[config.mk]
export PLATFORM = sky130hd
export DESIGN_NAME = irq_msg_ctrl
export DESIGN_NICKNAME = d
export VERILOG_FILES = /design/src/rtl/irq_msg_pkg.sv /design/src/rtl/irq_redir_table.sv /design/src/rtl/irq_pend_track.sv /design/src/rtl/irq_msg_fifo.sv /design/src/rtl/irq_msg_ctrl.sv
export SDC_FILE = /design/constraint.sdc
export NUM_CORES = 2
export LEC_CHECK = 0
export ABC_AREA = 1
export BUFFER_PORTS_ARGS = -buffer_cell sky130_fd_sc_hd__buf_4
export CAP_MARGIN = 20
export CORE_ASPECT_RATIO = 0.5
export CORE_UTILIZATION = 68
export CTS_CLUSTER_SIZE = 25
export DETAILED_ROUTE_END_ITERATION = 8
export PLACE_DENSITY = 0.86
export SYNTH_ARGS = -nofsm -noshare
export SYNTH_HDL_FRONTEND = slang
export SYNTH_HIERARCHICAL = 1
export SYNTH_SLANG_ARGS = --single-unit
[constraint.sdc]
create_clock -name clk -period 6.1 [get_ports clk]
set_input_delay 0.61 -clock clk [delete_from_list [all_inputs] [get_ports clk]]
set_output_delay 0.61 -clock clk [all_outputs]
set_load 0.02 [all_outputs]
[src/rtl/irq_msg_pkg.sv]
package irq_msg_pkg;
  localparam int unsigned MASK_BIT   = 16;
  localparam int unsigned LEVEL_BIT  = 15;
  localparam int unsigned POLLO_BIT  = 13;
  localparam int unsigned LOWPRI_BIT = 8;
  localparam int unsigned VEC_W      = 6;
  localparam int unsigned VEC_OFS    = 2;
  localparam int unsigned ENTRY_BASE = 16;

  typedef struct packed {
    logic [31:0] addr;
    logic [31:0] data;
  } msg_t;

  function automatic logic [31:0] dest_decode(input logic [31:0] s);
    return {4'hF, s[23:16], s[31:24], 12'h000};
  endfunction

  function automatic logic [31:0] dest_encode(input logic [31:0] a);
    return {a[19:12], a[27:20], 16'h0000};
  endfunction
endpackage

[src/rtl/irq_redir_table.sv]
module irq_redir_table
  import irq_msg_pkg::*;
#(
  parameter int unsigned NUM_IN    = 8,
  parameter int unsigned TBL_WORDS = 32,
  parameter logic [31:0] CPU_ADDR  = 32'hFFFA_0000,
  localparam int unsigned IDX_W    = $clog2(TBL_WORDS)
) (
  input  logic                          clk,
  input  logic                          rst,
  input  logic                          wr_en,
  input  logic [IDX_W-1:0]              wr_idx,
  input  logic [31:0]                   wr_data,
  input  logic [IDX_W-1:0]              rd_idx,
  output logic [31:0]                   rd_data,
  output logic [NUM_IN-1:0][31:0]       low_words,
  output logic [NUM_IN-1:0][31:0]       dst_words
);
  function automatic logic [31:0] init_word(input int k);
    logic [31:0] ctl;
    ctl = (32'd1 << MASK_BIT) | (32'd1 << LEVEL_BIT) | (32'd1 << POLLO_BIT);
    if (k >= int'(ENTRY_BASE) && k < int'(ENTRY_BASE + 2 * NUM_IN)) begin
      if (((k - int'(ENTRY_BASE)) % 2) == 0)
        return ctl | 32'((k - int'(ENTRY_BASE)) / 2 + int'(VEC_OFS));
      else
        return dest_encode(CPU_ADDR);
    end
    return 32'h0;
  endfunction

  logic [31:0] tbl [TBL_WORDS];

  always_ff @(posedge clk) begin
    if (rst) begin
      for (int k = 0; k < int'(TBL_WORDS); k++) tbl[k] <= init_word(k);
    end else if (wr_en) begin
      tbl[wr_idx] <= wr_data;
    end
  end

  assign rd_data = tbl[rd_idx];

  for (genvar i = 0; i < int'(NUM_IN); i++) begin : g_taps
    assign low_words[i] = tbl[ENTRY_BASE + 2 * i];
    assign dst_words[i] = tbl[ENTRY_BASE + 2 * i + 1];
  end
endmodule

[src/rtl/irq_pend_track.sv]
module irq_pend_track #(
  parameter int unsigned NUM_IN = 8,
  parameter int unsigned VEC_W  = 6,
  localparam int unsigned IW    = (NUM_IN > 1) ? $clog2(NUM_IN) : 1
) (
  input  logic                         clk,
  input  logic                         rst,
  input  logic [NUM_IN-1:0]            irq_in,
  input  logic [NUM_IN-1:0]            masked,
  input  logic [NUM_IN-1:0][VEC_W-1:0] vec,
  input  logic                         eoi_stb,
  input  logic [31:0]                  eoi_val,
  input  logic                         room,
  output logic                         grant_vld,
  output logic [IW-1:0]                grant_idx
);
  logic [NUM_IN-1:0] pend_q, req_q;
  logic [NUM_IN-1:0] active, fire, eoi_hit, grant_oh;

  for (genvar i = 0; i < int'(NUM_IN); i++) begin : g_line
    assign active[i]  = irq_in[i] & ~masked[i];
    assign fire[i]    = active[i] & ~pend_q[i];
    assign eoi_hit[i] = eoi_stb && (eoi_val == 32'(vec[i]));
  end

  always_comb begin
    grant_vld = 1'b0;
    grant_idx = '0;
    for (int i = int'(NUM_IN) - 1; i >= 0; i--) begin
      if (req_q[i]) begin
        grant_vld = room;
        grant_idx = IW'(i);
      end
    end
  end

  assign grant_oh = grant_vld ? (NUM_IN'(1) << grant_idx) : '0;

  always_ff @(posedge clk) begin
    if (rst) begin
      pend_q <= '0;
      req_q  <= '0;
    end else begin
      pend_q <= fire | (pend_q & irq_in & ~eoi_hit);
      req_q  <= (req_q & ~grant_oh) | fire;
    end
  end
endmodule

[src/rtl/irq_msg_fifo.sv]
module irq_msg_fifo #(
  parameter int unsigned DEPTH = 2,
  parameter int unsigned W     = 64,
  localparam int unsigned PW   = (DEPTH > 1) ? $clog2(DEPTH) : 1,
  localparam int unsigned CW   = $clog2(DEPTH + 1)
) (
  input  logic         clk,
  input  logic         rst,
  input  logic         push,
  input  logic [W-1:0] din,
  input  logic         pop,
  output logic [W-1:0] dout,
  output logic         not_empty,
  output logic         room
);
  logic [W-1:0]  mem [DEPTH];
  logic [PW-1:0] wptr, rptr;
  logic [CW-1:0] cnt;

  function automatic logic [PW-1:0] nxt(input logic [PW-1:0] p);
    return (p == PW'(DEPTH - 1)) ? '0 : p + PW'(1);
  endfunction

  always_ff @(posedge clk) begin
    if (push) mem[wptr] <= din;
  end

  always_ff @(posedge clk) begin
    if (rst) begin
      wptr <= '0;
      rptr <= '0;
      cnt  <= '0;
    end else begin
      if (push) wptr <= nxt(wptr);
      if (pop)  rptr <= nxt(rptr);
      cnt <= cnt + CW'(push) - CW'(pop);
    end
  end

  assign dout      = mem[rptr];
  assign not_empty = (cnt != '0);
  assign room      = (cnt < CW'(DEPTH));
endmodule

[src/rtl/irq_msg_ctrl.sv]
module irq_msg_ctrl
  import irq_msg_pkg::*;
#(
  parameter int unsigned NUM_IN    = 8,
  parameter int unsigned TBL_WORDS = 32,
  parameter int unsigned REG_AW    = 12,
  parameter int unsigned QDEPTH    = 2,
  parameter logic [31:0] CPU_ADDR  = 32'hFFFA_0000
) (
  input  logic              clk,
  input  logic              rst,
  input  logic              bus_en,
  input  logic              bus_we,
  input  logic [REG_AW-1:0] bus_addr,
  input  logic [31:0]       bus_wdata,
  output logic [31:0]       bus_rdata,
  output logic              bus_rvalid,
  input  logic [NUM_IN-1:0] irq_in,
  output logic              msg_valid,
  input  logic              msg_ready,
  output logic [31:0]       msg_addr,
  output logic [31:0]       msg_data
);
  localparam int unsigned IDX_W = $clog2(TBL_WORDS);
  localparam int unsigned IW    = (NUM_IN > 1) ? $clog2(NUM_IN) : 1;
  localparam logic [REG_AW-1:0] OFS_SEL = REG_AW'(12'h800);
  localparam logic [REG_AW-1:0] OFS_WIN = REG_AW'(12'h810);
  localparam logic [REG_AW-1:0] OFS_EOI = REG_AW'(12'h840);
  localparam logic [31:0] VERSION_WORD = (32'(TBL_WORDS) << 16) | 32'd1;

  logic [31:0] sel_q;
  logic        is_sel, is_win, is_eoi, sel_ok, rd_stb, tbl_we;
  logic [31:0] tbl_rd, rd_mux;

  logic [NUM_IN-1:0][31:0]       low_words, dst_words;
  logic [NUM_IN-1:0]             masked;
  logic [NUM_IN-1:0][VEC_W-1:0]  vec;
  logic                          grant_vld, room;
  logic [IW-1:0]                 grant_idx;
  msg_t                          push_pkt, head_pkt;

  assign is_sel = (bus_addr == OFS_SEL);
  assign is_win = (bus_addr == OFS_WIN);
  assign is_eoi = (bus_addr == OFS_EOI);
  assign sel_ok = (sel_q < 32'(TBL_WORDS));
  assign rd_stb = bus_en & ~bus_we;
  assign tbl_we = bus_en & bus_we & is_win & sel_ok;

  always_ff @(posedge clk) begin
    if (rst) sel_q <= '0;
    else if (bus_en && bus_we && is_sel) sel_q <= bus_wdata;
  end

  irq_redir_table #(
    .NUM_IN(NUM_IN), .TBL_WORDS(TBL_WORDS), .CPU_ADDR(CPU_ADDR)
  ) u_tbl (
    .clk(clk), .rst(rst),
    .wr_en(tbl_we), .wr_idx(sel_q[IDX_W-1:0]), .wr_data(bus_wdata),
    .rd_idx(sel_q[IDX_W-1:0]), .rd_data(tbl_rd),
    .low_words(low_words), .dst_words(dst_words)
  );

  always_comb begin
    rd_mux = 32'h0;
    if (is_sel) rd_mux = sel_q;
    else if (is_win) begin
      if (sel_q == 32'd1) rd_mux = VERSION_WORD;
      else if (sel_ok)    rd_mux = tbl_rd;
    end
  end

  always_ff @(posedge clk) begin
    if (rst) begin
      bus_rvalid <= 1'b0;
      bus_rdata  <= '0;
    end else begin
      bus_rvalid <= rd_stb;
      if (rd_stb) bus_rdata <= rd_mux;
    end
  end

  for (genvar i = 0; i < int'(NUM_IN); i++) begin : g_fields
    assign masked[i] = low_words[i][MASK_BIT];
    assign vec[i]    = low_words[i][VEC_W-1:0];
  end

  irq_pend_track #(.NUM_IN(NUM_IN), .VEC_W(VEC_W)) u_pend (
    .clk(clk), .rst(rst),
    .irq_in(irq_in), .masked(masked), .vec(vec),
    .eoi_stb(bus_en & bus_we & is_eoi), .eoi_val(bus_wdata),
    .room(room), .grant_vld(grant_vld), .grant_idx(grant_idx)
  );

  assign push_pkt.addr = dest_decode(dst_words[grant_idx]);
  assign push_pkt.data = 32'(vec[grant_idx]) << 24;

  irq_msg_fifo #(.DEPTH(QDEPTH), .W($bits(msg_t))) u_q (
    .clk(clk), .rst(rst),
    .push(grant_vld), .din(push_pkt),
    .pop(msg_valid & msg_ready), .dout(head_pkt),
    .not_empty(msg_valid), .room(room)
  );

  assign msg_addr = head_pkt.addr;
  assign msg_data = head_pkt.data;
endmodule

## After elaboration in Yosys (flattened, before gate mapping)

Memory sizes are Yosys's and may differ from the RTL's. A register that Yosys moved wholly into a read port is not among the register bits.
Index checks and enable logic that the tools add are counted.

| operators by class | value |
|---|---|
| div/mod/pow operators | 0 |
| eq/ne operators | 12 |
| multipliers | 0 |
| reduce and logical (&&, ||, !) cells | 12 |
| shift operators | 1 |
| multiplexer cells | 60 |
| $lt $le $gt $ge | 3 |
| bitwise gates (word level) | 46 |
| add/subtract/negate cells | 4 |

Operators with widths:

| kind | count |
|---|---|
| 2-to-1 mux 32 bit | 16 |
| == test 32 x 6 -> 1 bit | 8 |
| 2-to-1 mux 17 bit | 8 |
| binary-select mux 32 bit (select 3 bit) | 1 |
| == test 12 bit, second input constant | 3 |
| == test 32 x 1 -> 1 bit, second input constant | 1 |
| less-than comparator 32 x 6 -> 1 bit, second input constant | 1 |
| OR reduction 32 bit | 1 |
| AND 8 bit | 3 |
| 2-to-1 mux 3 bit | 8 |
| AND 1 bit | 22 |
| 2-to-1 mux 1 bit | 21 |
| binary-select mux 6 bit (select 3 bit) | 1 |
| inverter 1 bit | 17 |
| inverter 8 bit | 2 |
| OR 8 bit | 2 |
| 2-to-1 mux 5 bit | 3 |
| logical AND 1 bit | 10 |
| 2-to-1 mux 8 bit | 1 |
| left shift 1 x 3 -> 8 bit, first input constant | 1 |
| 2-to-1 mux 6 bit | 1 |
| less-than comparator 3 x 4 -> 1 bit, second input constant | 1 |
| adder 1 bit, second input constant | 2 |
| adder 2 x 1 -> 2 bit | 1 |
| 3 further kinds | 3 |

| storage, ports and cells | value |
|---|---|
| output and inout bits | 98 |
| bits in writable memories | 1068 |
| memories kept | 2 |
| flip-flop bits (word level) | 85 |
| ROM bits | 0 |
| bits in latches | 0 |

Memory list:

| name | depth | width | read ports | clocked after Yosys merged registers in | wr ports | RTL line | RTL |
|---|---|---|---|---|---|---|---|
| u_tbl.tbl | 32 | 32 | 17 | 1 | 32 | irq_redir_table.sv:31 | `logic [31:0] tbl [TBL_WORDS];` |
| u_q.mem | 2 | 22 | 1 | 1 | 1 | irq_msg_fifo.sv:16 | `logic [W-1:0] mem [DEPTH];` |

## Depth between registers and ports, before layout

| logic depth | value |
|---|---|
| depth after elaboration | 13 |
| depth in mapped cells | 16 |
| gate-level depth less buffers | 14 |

## By module

The synthesis kept the hierarchy.

By module, submodules not included:

| module | instances | area each (um2) | cells an instance |
|---|---|---|---|
| irq_redir_table | 1 | 46677.3 | 4809 |
| irq_msg_fifo | 1 | 5144.9 | 230 |
| irq_msg_ctrl | 1 | 4961.0 | 849 |
| irq_pend_track | 1 | 1545.2 | 232 |

## Least setup slack after synthesis

OpenSTA, ideal clock, no wires.

| timing path | value |
|---|---|
| path kind | reg-to-reg |
| start point | register u_pend.req_q[1] |
| end point | memory u_q/mem[0][0] (netlist name) (enable) |
| data required time | 5614 ps |
| slack | 2128 ps |
| arrival time | 3486 ps |
| path buffers | 0 |
| cell stages (with the launch flop) | 7 |
| library setup time | 486 ps |
| path through | dfxtp_1 > nor2_2 > nand2_1 > inv_2 > a21oi_1 > inv_1 > nor2_1 |

| on the way | value |
|---|---|
| word-level cells in the longest chain between the ends | 4 |

RTL lines:

| element | RTL line | RTL |
|---|---|---|
| from (decl) | irq_pend_track.sv:17 | `logic [NUM_IN-1:0] pend_q, req_q;` |
| from (signal assigned) | irq_pend_track.sv:45 | `req_q <= (req_q & ~grant_oh) \| fire;` |
| 2-to-1 mux 1 bit (2 in a row) | irq_pend_track.sv:30 | `if (req_q[i]) begin` |
| net grant_vld | irq_msg_ctrl.sv:38 | `logic grant_vld, room;` |
| 2-to-1 mux 1 bit | irq_msg_fifo.sv:25 | `if (push) mem[wptr] <= din;` |
| 2-to-1 mux 1 bit (implied by the code) | irq_msg_fifo.sv:25 |  |
| to (decl) | irq_msg_fifo.sv:16 |  |

The timed path passes the listed nets, and every way through them passes these cells.

==> flow_summary.toml <==
[clocking]
clk_path_buf_depth = 3
cts_resized = 0
h-tree-depth = 3
clk_pin_slew_ps = 70
clkSinkCount = 1238
cts_setup_buffers = 0
ctsHoldBuffers = 0
cts_root_buf = "clkbuf_16"
cts_buffers = 103
cts_tree = "done"
clock_latency_ps = 720

[drt]
wl_per_cell_um = 24.8
vias = 46940
drtIter0Drc = 8847
wirelength_um = 180000
via_per_inst = 6.45
drc = 4
ant_nets = 0
firstDrtPassIters = 9

[job]
drv_cap = 0

[logic_synthesis]
synthAdderAreaFrac_pct = 0.0429
synth_mux_area_share_pct = 2.38
synth_top_family_by_area = "simple AND/OR/NAND/NOR gates"
ys_types = 39
yosys-top-cells-area = "edfxtp_1 59%, nand2_1 12%, nand3_1 7.1%"
synth-simple-area-share_pct = 27.5
synthXorXnorAreaFrac_pct = 0.736
post-synth-top-area-cell = "edfxtp_1"
synthCells = 6120
syn-cell-area_um2 = 58300
syn_area_per_cell_um2 = 9.53
synth_seq_cells = 1238
synth_compound_area_share_pct = 1.57
ys_warn_count = 6
yosysSeqAreaShare_pct = 62.3
post-synth-top-area-fraction_pct = 59.3

[critical_path]
rr_worst_depth = 13
crit_arrival_ps = 5120
r2r_slack_ps = 1340
cp_max_fo = 33
start_kind = "register"
cp_data_required_time_ps = 6460
path_class = "reg -> reg"
endpoint_kind = "register"

[sta]
setup-violations-final = 0
rsz0062_at_grt = "no"
hold_ws_ps = 98.3
fin_setup_tns_ps = 0
tightest_slew_ps = 1310
period_share_pct = 78.1
fin_ws_ps = 1340
fin_skew_ps = 27.2
slew_headroom_pct = 12.6
finalHoldViolCount = 0
fmax_mhz = 210
fin_crit_ps = 4760
slew_violations = 0

[die]
core_area_um2 = 84400
fp.dieArea_um2 = 87000
ioPinCount = 155
rows = 75
die_w_um = 416
start_util_pct = 69.1
die_height_um = 209

[finish]
drive_gt1_share_pct = 10.2
fillCellCount = 5408
area_growth_syn_to_layout_pct = 8.18
num_antenna_cells = 0
stdcell_count = 7276
final_cell_mix = "1900 x nand2_1, 1152 x edfxtp_1, 1059 x nor2_1"
layout.cells.most_common = "nand2_1"
final_nets = 6130

[min_path]
holdCritPathClass = "in -> reg"
holdPathStages = 2

[global_route]
grt_pass1_vias = 43538
antenna_found_initial = 5
grt_overflow = 0
grt_max_degree = 201
track_usage_pct = 40.7
grt_pass1_wl_um = 261000

[power]
p_leak_nw = 24.9
combPwrFrac_pct = 6.6
power_switching_mw = 3.99
swShare_pct = 22.6
p_int_mw = 13.6
powerDensity_nw_per_um2 = 279
clkPwrFrac_pct = 39.1
irDropWorstVdd_uv = 206
seqPwrFrac_pct = 54.3
fin_total_pwr_mw = 17.6

[run_status]
outcome = "finished with violations"
failed_checks = "design-rule violations"

[placement]
place_inst = 7072
pre_cts_ws_ps = 1130
dpl.hpwl_um = 110000
place.gp.congestion = 1.04
portBuffers = 154
critical path, cell delays in order, from the launching register on:
cell     delay (ps)
dfxtp_1         330
nor2_1          120
nand2_1          80
nor2_1          190
nand2_1         120
nor2_4          540
nor3b_1         540
nand2_2         220
nor3_4          260
inv_1           340
nor2_2          540
inv_2           340
nand2_1         360
buf_4           410
Yosys cell counts (all sizes together):
library cell  number
dfxtp             86
nand2           1908
nor4               1
nor3b              2
a21oi             51
ha                 2
clkinv             3
nand4              3
edfxtp          1152
conb               2
nand3            826
o22ai             44
or3b               8
buf              293
clkbuf           191
xnor2             37
mux2              64
inv              167
o21ai             76
xor2              12
nor2            1128
nor3              20
mux2i             44
cell families after synthesis:
group	after synthesis
xor gates and xnor gates	49
AOI/OAI and AO/OA	171
muxes	108
adders and majority gates	2
and+or+nand+nor	3896
DFF	1238
other	2
buffers and inverters	654
layer usage:
layer,wire length [um],vias to the layer above,GRT usage [%]
li1,-,20046,-
met1,59500,21816,52.7
met2,76000,4326,58.7
met3,33400,750,17.0
met4,11200,2,21.5
met5,8,-,0
power groups by stage:
stage | Sequential, mW | Clock, mW | Combinational, mW
after global routing | 9.58 | 7.18 | 1.21
after global placement | 9.78 | 0 | 1.04
final | 9.57 | 6.89 | 1.17
after detailed placement | 9.79 | 0 | 1.06
after floorplan | 9.72 | 0 | 0.705
after CTS | 9.60 | 6.87 | 1.07
worst paths after layout:
path	from	to
setup / recovery	sel_q[20]	u_tbl/tbl[21][17]
hold / removal	bus_we	bus_rvalid
setup reg to reg	sel_q[20]	u_tbl/tbl[21][17]
hold reg to reg	u_pend/req_q[5]	u_pend/req_q[5]
layout make-up:
cell class / instances / area (um2) / area share [%]
sequential: 1238 / 36300 / 57.6
clock buffer: 145 / 3000 / 4.76
multi-input combinational: 4310 / 19100 / 30.3
tap: 1116 / 1400 / 2.21
timing repair buffer: 248 / 2090 / 3.31
clock inverter: 49 / 473 / 0.750
inverter: 170 / 658 / 1.04
registers in the layout, indices dropped and copies added, names as in the netlist, named ones only:
register	cells
bus_rdata	32
u_q/cnt	2
u_q/mem	128
u_pend/req_q	8
u_tbl/tbl	1024
u_q/rptr	1
bus_rvalid	1
sel_q	32
u_pend/pend_q	8
u_q/wptr	1
through the flow:
stage | util [%] | cell area [um2]
finish | 74.8 | 63100
global route | 74.8 | 63100
CTS | 74.5 | 62900
detailed placement | 70.4 | 59400
global placement | 70.4 | 59400
floorplan | - | 58600
(Power assumes the default switching activity.)
